<file path="config.mk">
export PLATFORM = sky130hd
export DESIGN_NAME = gpio_edge_bank
export DESIGN_NICKNAME = d
export VERILOG_FILES = /design/src/rtl/gpio_bank_pkg.sv /design/src/rtl/gpio_sync_edge.sv /design/src/rtl/gpio_edge_status.sv /design/src/rtl/gpio_irq_route.sv /design/src/rtl/gpio_edge_bank.sv
export SDC_FILE = /design/constraint.sdc
export NUM_CORES = 1
export LEC_CHECK = 0
export BUFFER_PORTS_ARGS = -buffer_cell sky130_fd_sc_hd__buf_4
export CAP_MARGIN = 20
export CORE_MARGIN = 2
export CORE_UTILIZATION = 43
export DETAILED_ROUTE_END_ITERATION = 8
export HOLD_SLACK_MARGIN = 0.1
export PLACE_DENSITY = 0.73
export SLEW_MARGIN = 10
export SYNTH_ARGS = -nofsm -noshare
export SYNTH_HDL_FRONTEND = slang
export SYNTH_SLANG_ARGS = --single-unit
</file>
<file path="constraint.sdc">
create_clock -name clk -period 3.9 [get_ports clk]
set_clock_uncertainty 0.15 [all_clocks]
set_input_delay 0.195 -clock clk [delete_from_list [all_inputs] [get_ports clk]]
set_output_delay 0.195 -clock clk [all_outputs]
set_load 0.01 [all_outputs]
</file>
<file path="src/rtl/gpio_bank_pkg.sv">
package gpio_bank_pkg;

  localparam int unsigned OFF_FUNC    = 32'h00;
  localparam int unsigned OFF_DIR     = 32'h08;
  localparam int unsigned OFF_DATA    = 32'h0C;
  localparam int unsigned OFF_STATUS  = 32'h10;
  localparam int unsigned OFF_MODE_LO = 32'h14;
  localparam int unsigned OFF_MODE_HI = 32'h18;
  localparam int unsigned OFF_ROUTE   = 32'h40;
  localparam int unsigned ROUTE_STEP  = 4;

  typedef enum logic [1:0] {
    EDGE_OFF  = 2'd0,
    EDGE_FALL = 2'd1,
    EDGE_RISE = 2'd2,
    EDGE_BOTH = 2'd3
  } edge_mode_e;

  // position of a line inside the 1-bit-per-line words
  function automatic logic [4:0] bit_slot(input int line, input bit swap);
    int port;
    int pin;
    port = line / 8;
    pin  = line % 8;
    if (swap) return 5'(8 * (3 - port) + pin);
    return 5'(line);
  endfunction

  // first bit of a line's mode field across the two mode words
  function automatic logic [5:0] mode_slot(input int line, input bit swap);
    int port;
    int pin;
    port = line / 8;
    pin  = line % 8;
    if (swap) return 6'(2 * (8 * (port ^ 1) + pin));
    return 6'(2 * line);
  endfunction

endpackage

</file>
<file path="src/rtl/gpio_sync_edge.sv">
module gpio_sync_edge #(
  parameter int unsigned N = 32
) (
  input  logic         clk,
  input  logic         rst,
  input  logic [N-1:0] pin_i,
  output logic [N-1:0] level_o,
  output logic [N-1:0] rise_o,
  output logic [N-1:0] fall_o
);

  logic [N-1:0] meta_q;
  logic [N-1:0] sync_q;
  logic [N-1:0] prev_q;

  always_ff @(posedge clk) begin
    if (rst) begin
      meta_q <= '0;
      sync_q <= '0;
      prev_q <= '0;
    end else begin
      meta_q <= pin_i;
      sync_q <= meta_q;
      prev_q <= sync_q;
    end
  end

  assign level_o = sync_q;
  assign rise_o  = sync_q & ~prev_q;
  assign fall_o  = ~sync_q & prev_q;

endmodule

</file>
<file path="src/rtl/gpio_edge_status.sv">
module gpio_edge_status #(
  parameter int unsigned N = 32
) (
  input  logic              clk,
  input  logic              rst,
  input  logic [N-1:0]      rise_i,
  input  logic [N-1:0]      fall_i,
  input  logic [N-1:0][1:0] mode_i,
  input  logic [N-1:0]      clr_i,
  output logic [N-1:0]      status_o
);

  logic [N-1:0] hit;

  for (genvar l = 0; l < N; l++) begin : g_line
    assign hit[l] = (rise_i[l] & mode_i[l][1]) | (fall_i[l] & mode_i[l][0]);
  end

  // a fresh edge outranks a clear in the same cycle
  always_ff @(posedge clk) begin
    if (rst) status_o <= '0;
    else     status_o <= (status_o & ~clr_i) | hit;
  end

endmodule

</file>
<file path="src/rtl/gpio_irq_route.sv">
module gpio_irq_route #(
  parameter int unsigned N    = 32,
  parameter int unsigned CPUS = 2
) (
  input  logic                    clk,
  input  logic                    rst,
  input  logic [N-1:0]            status_i,
  input  logic [CPUS-1:0][N-1:0]  mask_i,
  output logic [CPUS-1:0]         irq_o
);

  always_ff @(posedge clk) begin
    if (rst) begin
      irq_o <= '0;
    end else begin
      for (int c = 0; c < CPUS; c++) irq_o[c] <= |(status_i & mask_i[c]);
    end
  end

endmodule

</file>
<file path="src/rtl/gpio_edge_bank.sv">
module gpio_edge_bank
  import gpio_bank_pkg::*;
#(
  parameter int unsigned NUM_LINES  = 32,
  parameter int unsigned NUM_CPUS   = 2,
  parameter bit          SWAP_PORTS = 1'b0,
  parameter int unsigned ADDR_W     = 8
) (
  input  logic                 clk,
  input  logic                 rst,
  input  logic [ADDR_W-1:0]    bus_addr,
  input  logic                 bus_we,
  input  logic [31:0]          bus_wdata,
  output logic [31:0]          bus_rdata,
  input  logic [NUM_LINES-1:0] pin_i,
  output logic [NUM_LINES-1:0] pin_o,
  output logic [NUM_LINES-1:0] pin_oe,
  output logic [NUM_LINES-1:0] pin_func,
  output logic [NUM_CPUS-1:0]  irq_o
);

  localparam logic [ADDR_W-1:0] A_FUNC    = ADDR_W'(OFF_FUNC);
  localparam logic [ADDR_W-1:0] A_DIR     = ADDR_W'(OFF_DIR);
  localparam logic [ADDR_W-1:0] A_DATA    = ADDR_W'(OFF_DATA);
  localparam logic [ADDR_W-1:0] A_STATUS  = ADDR_W'(OFF_STATUS);
  localparam logic [ADDR_W-1:0] A_MODE_LO = ADDR_W'(OFF_MODE_LO);
  localparam logic [ADDR_W-1:0] A_MODE_HI = ADDR_W'(OFF_MODE_HI);

  logic [NUM_LINES-1:0]                func_q, dir_q, out_q;
  logic [NUM_LINES-1:0][1:0]           mode_q;
  logic [NUM_CPUS-1:0][NUM_LINES-1:0]  cpu_mask_q;
  logic [NUM_LINES-1:0]                level, rise, fall, status_q, clr;
  logic [NUM_LINES-1:0]                wr_line, mode_we, data_line;
  logic [NUM_LINES-1:0][1:0]           wr_mode;
  logic                                hit_mode_lo, hit_mode_hi;
  logic [63:0]                         mode_flat;
  logic [31:0]                         rd_next;

  function automatic logic [31:0] pack_line(input logic [NUM_LINES-1:0] v);
    logic [31:0] w;
    w = '0;
    for (int l = 0; l < NUM_LINES; l++) w[bit_slot(l, SWAP_PORTS)] = v[l];
    return w;
  endfunction

  assign hit_mode_lo = bus_we && (bus_addr == A_MODE_LO);
  assign hit_mode_hi = bus_we && (bus_addr == A_MODE_HI);

  // unpack write data into line order
  always_comb begin
    wr_line = '0;
    wr_mode = '0;
    mode_we = '0;
    for (int l = 0; l < NUM_LINES; l++) begin
      logic [5:0] ms;
      ms         = mode_slot(l, SWAP_PORTS);
      wr_line[l] = bus_wdata[bit_slot(l, SWAP_PORTS)];
      wr_mode[l] = bus_wdata[ms[4:0] +: 2];
      mode_we[l] = ms[5] ? hit_mode_hi : hit_mode_lo;
    end
  end

  always_ff @(posedge clk) begin
    if (rst) begin
      func_q <= '0;
      dir_q  <= '0;
      out_q  <= '0;
      mode_q <= '0;
    end else begin
      if (bus_we && bus_addr == A_FUNC) func_q <= wr_line;
      if (bus_we && bus_addr == A_DIR)  dir_q  <= wr_line;
      if (bus_we && bus_addr == A_DATA) out_q  <= wr_line;
      for (int l = 0; l < NUM_LINES; l++)
        if (mode_we[l]) mode_q[l] <= wr_mode[l];
    end
  end

  for (genvar c = 0; c < NUM_CPUS; c++) begin : g_route
    localparam logic [ADDR_W-1:0] A_ROUTE = ADDR_W'(OFF_ROUTE + ROUTE_STEP * c);
    always_ff @(posedge clk) begin
      if (rst)                                cpu_mask_q[c] <= '1;
      else if (bus_we && bus_addr == A_ROUTE) cpu_mask_q[c] <= wr_line;
    end
  end

  assign clr = (bus_we && bus_addr == A_STATUS) ? wr_line : '0;

  gpio_sync_edge #(.N(NUM_LINES)) u_sync (
    .clk     (clk),
    .rst     (rst),
    .pin_i   (pin_i),
    .level_o (level),
    .rise_o  (rise),
    .fall_o  (fall)
  );

  gpio_edge_status #(.N(NUM_LINES)) u_status (
    .clk      (clk),
    .rst      (rst),
    .rise_i   (rise),
    .fall_i   (fall),
    .mode_i   (mode_q),
    .clr_i    (clr),
    .status_o (status_q)
  );

  gpio_irq_route #(.N(NUM_LINES), .CPUS(NUM_CPUS)) u_route (
    .clk      (clk),
    .rst      (rst),
    .status_i (status_q),
    .mask_i   (cpu_mask_q),
    .irq_o    (irq_o)
  );

  assign data_line = (dir_q & out_q) | (~dir_q & level);

  always_comb begin
    mode_flat = '0;
    for (int l = 0; l < NUM_LINES; l++)
      mode_flat[mode_slot(l, SWAP_PORTS) +: 2] = mode_q[l];
  end

  always_comb begin
    rd_next = '0;
    case (bus_addr)
      A_FUNC:    rd_next = pack_line(func_q);
      A_DIR:     rd_next = pack_line(dir_q);
      A_DATA:    rd_next = pack_line(data_line);
      A_STATUS:  rd_next = pack_line(status_q);
      A_MODE_LO: rd_next = mode_flat[31:0];
      A_MODE_HI: rd_next = mode_flat[63:32];
      default: begin
        for (int c = 0; c < NUM_CPUS; c++)
          if (bus_addr == ADDR_W'(OFF_ROUTE + ROUTE_STEP * c))
            rd_next = pack_line(cpu_mask_q[c]);
      end
    endcase
  end

  always_ff @(posedge clk) begin
    if (rst) bus_rdata <= '0;
    else     bus_rdata <= rd_next;
  end

  assign pin_o    = out_q;
  assign pin_oe   = dir_q;
  assign pin_func = func_q;

endmodule

</file>
# Yosys cells after proc, flatten, opt, wreduce, memory -nomap -nowiden
# Index checks and enable logic that the tools add are counted.
[op_classes] addsub=0 n_mul=0 div_mod_pow=0 magnitude_cmp=0 n_eq_ne=7 n_shift=0 n_mux=4 bitwise_logic=109 reduce_logical=11
[ops] operator="bitwise AND 32 bit" n=7
[ops] operator="case mux 32 bit (6 select lines)" n=1
[ops] operator="NOT 32 bit" n=4
[ops] operator="two-way mux 32 bit" n=3
[ops] operator="bitwise AND 1 bit" n=64
[ops] operator="OR 32 bit" n=2
[ops] operator="OR reduction 32 bit" n=2
[ops] operator="OR 1 bit" n=32
[ops] operator="equality test 8 x 5 -> 1 bit (second input constant)" n=3
[ops] operator="equality test 8 x 4 -> 1 bit (second input constant)" n=2
[ops] operator="equality test 8 x 7 -> 1 bit (second input constant)" n=2
[ops] operator="logical AND 1 bit" n=8
[ops] operator="zero test 8 bit" n=1
[word_totals] regBits=386 latch_bits=0 mem_bits_rw=0 romBits=0 inputBits=75 out_inout_bits=130 wordCells=174 mem_count=0

# Depth between registers and ports, before layout
[logic_depth] depth_word=6 mapped_depth=8 ltp_nobuf=4

# Cells and area by module
# From an unflattened synthesis, not the netlist that was laid out.
[unflattened] hier_cells=1879 area_unflattened_um2=16283.1
[modules_own_cells] module="gpio_edge_bank" n_inst=1 cells_per_inst=1437 area_each_um2=11651.2 seq_area_each_um2=5124.9
[modules_own_cells] module="gpio_sync_edge" n_inst=1 cells_per_inst=266 area_each_um2=3000.4 seq_area_each_um2=1921.8
[modules_own_cells] module="gpio_edge_status" n_inst=1 cells_per_inst=131 area_each_um2=1275.0 seq_area_each_um2=640.6
[modules_own_cells] module="gpio_irq_route" n_inst=1 cells_per_inst=45 area_each_um2=356.6 seq_area_each_um2=40.0

# Worst setup path after synthesis
# No wires, ideal clock.
[synth_path] path_type="in2reg" start="input port bus_addr[4]" end="register cpu_mask_q[17] in the netlist's numbering" setup_time_ns=0.148 arrival_ns=1.844 required_ns=3.602 path_slack_ns=1.758 stages=8 path_buffers=4 path_cell_list="buf_6 > or4b_1 > buf_2 > or4_4 > buf_6 > buf_6 > nand2_1 > o211ai_2"
[synth_between] elab_chain_cells=2
[synth_lines] element="start, declared" line="gpio_edge_bank.sv:11" text="input logic [ADDR_W-1:0] bus_addr,"
[synth_lines] element="equality test 8 x 7 -> 1 bit" line="gpio_edge_bank.sv:82" text="else if (bus_we && bus_addr == A_ROUTE) cpu_mask_q[c] <= wr_line;"
[synth_lines] element="logical AND 1 bit" line="gpio_edge_bank.sv:82"
[synth_lines] element="end signal, assigned by index" line="gpio_edge_bank.sv:82"
[synth_lines] element="end, declared" line="gpio_edge_bank.sv:31" text="logic [NUM_CPUS-1:0][NUM_LINES-1:0] cpu_mask_q;"
# Every way passes these cells.
# A chain may end at the register's enable or synchronous reset.

# Worst setup path after layout
[layout_path] start="input port bus_addr[2]" end="register mode_q, in the netlist mode_flat[4]"
[layout_between] elab_chain_cells=2
[layout_lines] element="equality test 8 x 5 -> 1 bit" line="gpio_edge_bank.sv:46" text="assign hit_mode_lo = bus_we && (bus_addr == A_MODE_LO);"
[layout_lines] element="logical AND 1 bit" line="gpio_edge_bank.sv:46"
[layout_lines] element="end signal, assigned by index" line="gpio_edge_bank.sv:74" text="if (mode_we[l]) mode_q[l] <= wr_mode[l];"
[layout_lines] element="end, declared" line="gpio_edge_bank.sv:30" text="logic [NUM_LINES-1:0][1:0] mode_q;"
# Every way passes these cells.

==> results.md <==
- Outcome: finished, final reports clean
- Switching Power: 1930 µW
- Share of flip-flops with an asynchronous set or reset: 0%
- Reg2Reg Capture Point: bus_rdata[16]
- Top-count cell post-synth: dfxtp_1
- Critical Path Most Common Cell: buf_4
- Static Leak: 0.00733 µW
- Drt pass-1 iters: 6
- Mean Syn Cell Area: 8.77 µm²
- Share of layout cells above drive strength 1: 18.5%
- Crit path time final: between 2 and 2.5 ns
- Initial antenna violation count: 0
- Int Power: 6360 µW
- Worst Path Required: 4.18 ns
- Root Driver: clkbuf_16
- Fmax achieved: 0.406 GHz
- Layout area overhead: 25.4%
- CTS buffer count: 41
- Crit path cell chain: buf_4, inv_1, or4_1, buf_4, nand2_1, a21oi_1, dlygate4sd3_1
- R2R Setup Slk: 1.99 ns
- Dpl cell area: about 18,000 µm²
- Main synth FF type: dfxtp_1
- Critical Path Sink: mode_flat[4]
- RSZ-0062 raised after global routing: false
- Die width: 196 µm
- Logic pwr share: 5.9%
- GPL Wtd Cong: 1.02
- Antenna Violating Nets Remaining: 0
- WS Path Type: primary input to flip-flop
- H-tree Lvls: 2
- Vias: 15,308
- Post-DP HPWL: 42.6 mm
- Top cells by area in the synthesized netlist: dfxtp_1 49%, nand2_1 8.5%, a21oi_1 7.4%
- Post-synth top cells: 386 x dfxtp_1, 360 x nand2_1, 235 x a21oi_1
- Main combinational cell family by area after synthesis: compound AO/OA/AOI/OAI gates
- Max-Cap Viols: 0
- Hold WC Path Type: primary input to flip-flop
- RR Startpoint: u_sync.level_o[16]
- Synth Instances: 1,814
- Iteration-0 DRC Markers: 1,723
- CP max-delay cell: or4_1
- Maximum clock path buffer count: 3
- Post-synthesis mux area share: 5.48%
- Max-slew violation count: 0
- Post-synthesis compound-gate area fraction: 21.1%
- CP Launch Type: primary input
- Distinct cells, synth: 44
- Final-layout fill cell count: 3,174
- Cell family contributing the most delay on the critical path: buffers and inverters
- Port Buffer Count: 204
- DR WL/cell: 24.0 µm
- Hold Crit Start: bus_addr[6]
- Initial cell density of the core: 43.5%
- Arrival @ worst endpoint: 2.75 ns
- Post-Synth XOR/XNOR Area: 0.0551%
- Syn. warnings: 0
- Crit path from: bus_addr[2]
- First-pass GRT wire length: a little over 90 mm
- Placed cells: 2,394
- Area leader, netlist: dfxtp_1
- Worst-path clk slew: 0.06 ns
- #FFs+latches synth: slightly below 400
- Worst IR Drop VDD: 0.000306 V
- Area of the multi-input gates: 7390 µm²
- Post-synthesis adder-cell area fraction: 0%
- Stages on worst setup path: 7
- Crit-path max FO: 55
- Largest stage delay, worst path: 0.62 ns
- Tightest Pin Transition: 0.859 ns
- # Post-CTS Setup Buffers: 0
- Skew-Pair Late Insertion Delay: 0.55 ns
- Synth top area share: between 40 and 50%
- DR vias/cell: roughly 6.0
- Clock Sinks: between 300 and 400
- Fin Hold WS: 0.156 ns
- Drt drc: 0
- Total gr overflow: 0
- Slew headroom: 42.7%
- Synthesized cell area: 15,900 µm²
- Net count reported at finish: 2,123
- Worst Path Buf+Inv: 4
- Final Hold Viols: 0
- Synthesized net count: approximately 1,900
- Non-Filler Instances: approximately 2,500
- Final setup viols: 0
- Die Y: 196 µm
- Pwr dens: 416 nW/µm²
- EDFF count, synth: 0
- Kind of end point of the critical path: flip-flop
- Clock Power Share: 45.6%
- Total negative setup slack: 0 ns
- Largest net degree at the start of global routing: 119
- FF/Latch Area: roughly 7700 µm²
- Core Box Area: 36,500 µm²
- Sw Ratio: 23.3%
- Io pins: 205
- CTS tree: yes
- Reg2Reg Depth: 4
- Post-synthesis sequential area ratio: 48.6%
- Area of the die: 38,500 µm²
- Reg power frac: 48.5%
- Cell area after layout: 19,900 µm²
- Row count: 70
- Final worst path period share: 63.1%
- WL final: 61.1 mm
- Gr usage total: 31.1%
- Antenna Cells: 0
- Synth Area in Simple Gates: between 10% and 20%
- Vias in the first global route: between 10,000 and 15,000
worst register-to-register path: cells and delay by family (launching register included):
family / cells / cell delay, ns
AO/OA/AOI/OAI: 4 / 1.10
flip-flops: 1 / 0.56
worst min path at each step:
stage / endpoint / slack [ns] / cells after the start
5_1_grt: u_status.status_o[1] / 0.23 / 5
4_1_cts: u_status.status_o[2] / 0.13 / 5
3_3_place_gp: u_sync.meta_q[2] / 0.26 / 2
2_1_floorplan: u_sync.meta_q[0] / 0.17 / 1
3_5_place_dp: u_sync.meta_q[11] / 0.26 / 2
6_report: u_status.status_o[1] / 0.16 / 5
per-layer routing:
layer | track usage, % | vias up | wire, µm
met5 | 0 | - | 0
met4 | 14.4 | 0 | 3020
met3 | 6.62 | 188 | 6370
met2 | 48.2 | 911 | 26800
met1 | 41.6 | 7341 | 24800
li1 | - | 6868 | -
sequential cells by signal (all words and copies together) (netlist names):
| signal | cells |
|---|---|
| pin_o | 32 |
| pin_oe | 32 |
| bus_rdata | 32 |
| u_sync.meta_q | 32 |
| u_sync.level_o | 32 |
| u_sync.prev_q | 32 |
| mode_flat | 64 |
| pin_func | 32 |
| u_status.status_o | 32 |
| u_route.irq_o | 2 |
| cpu_mask_q | 64 |
final cells by class:
class | instances | share of cell area, %
inverter | 49 | 0.922
timing repair buffer | 335 | 14.0
multi-input combinational | 1235 | 37.1
clock buffer | 60 | 5.81
sequential | 386 | 38.8
tap | 468 | 2.94
clock inverter | 8 | 0.527
power by group through the flow:
stage / logic [µW] / clock network, µW / registers (µW)
after floorplan: 210 / 0 / 4100
after global placement: 404 / 0 / 4110
after detailed placement: 407 / 0 / 4110
after CTS: 469 / 3790 / 4020
after global routing: 505 / 3940 / 4030
final: 486 / 3780 / 4020
through the flow:
| step | utilization (%) | setup slack [ns] | total power [µW] |
|---|---|---|---|
| 2_1_floorplan | - | 1.76 | 4310 |
| 3_3_place_gp | 49.0 | 1.08 | 4510 |
| 3_5_place_dp | 49.0 | 1.09 | 4520 |
| 4_1_cts | 54.6 | 1.52 | 8280 |
| 5_1_grt | 54.6 | 1.36 | 8480 |
| 6_report | 54.6 | 1.44 | 8290 |
placed cells by master, fill, tap and decap left out, types with 33 or more instances in the layout:
| cell type | n |
|---|---|
| dfxtp_1 | 386 |
| nand2_1 | 360 |
| buf_4 | 250 |
| a21oi_1 | 235 |
| nor2b_1 | 97 |
| dlygate4sd3_1 | 79 |
| nand3b_1 | 64 |
| mux2i_1 | 51 |
| inv_1 | 49 |
| a31oi_1 | 46 |
| o21ai_0 | 45 |
| clkbuf_16 | 42 |
| nor4_1 | 36 |
| a22oi_1 | 33 |
what timing repair did:
| item | CTS | global route |
|---|---|---|
| endpoints found under the hold margin | 264 | 0 |
| resized for setup | 0 | 0 |
| setup endpoints to repair | 0 | 0 |
| hold buffers | 79 | 0 |
cells by family (layout without fill, tap and decap cells):
| family | count (synthesis) | after routing |
|---|---|---|
| buffers and inverters | 193 | 452 |
| DFF | 386 | 386 |
| and+or+nand+nor | 641 | 641 |
| xor gates and xnor gates | 1 | 1 |
| muxes | 83 | 83 |
| AOI/OAI and AO/OA | 510 | 510 |
Note: power is estimated with default switching activity, not from simulation.
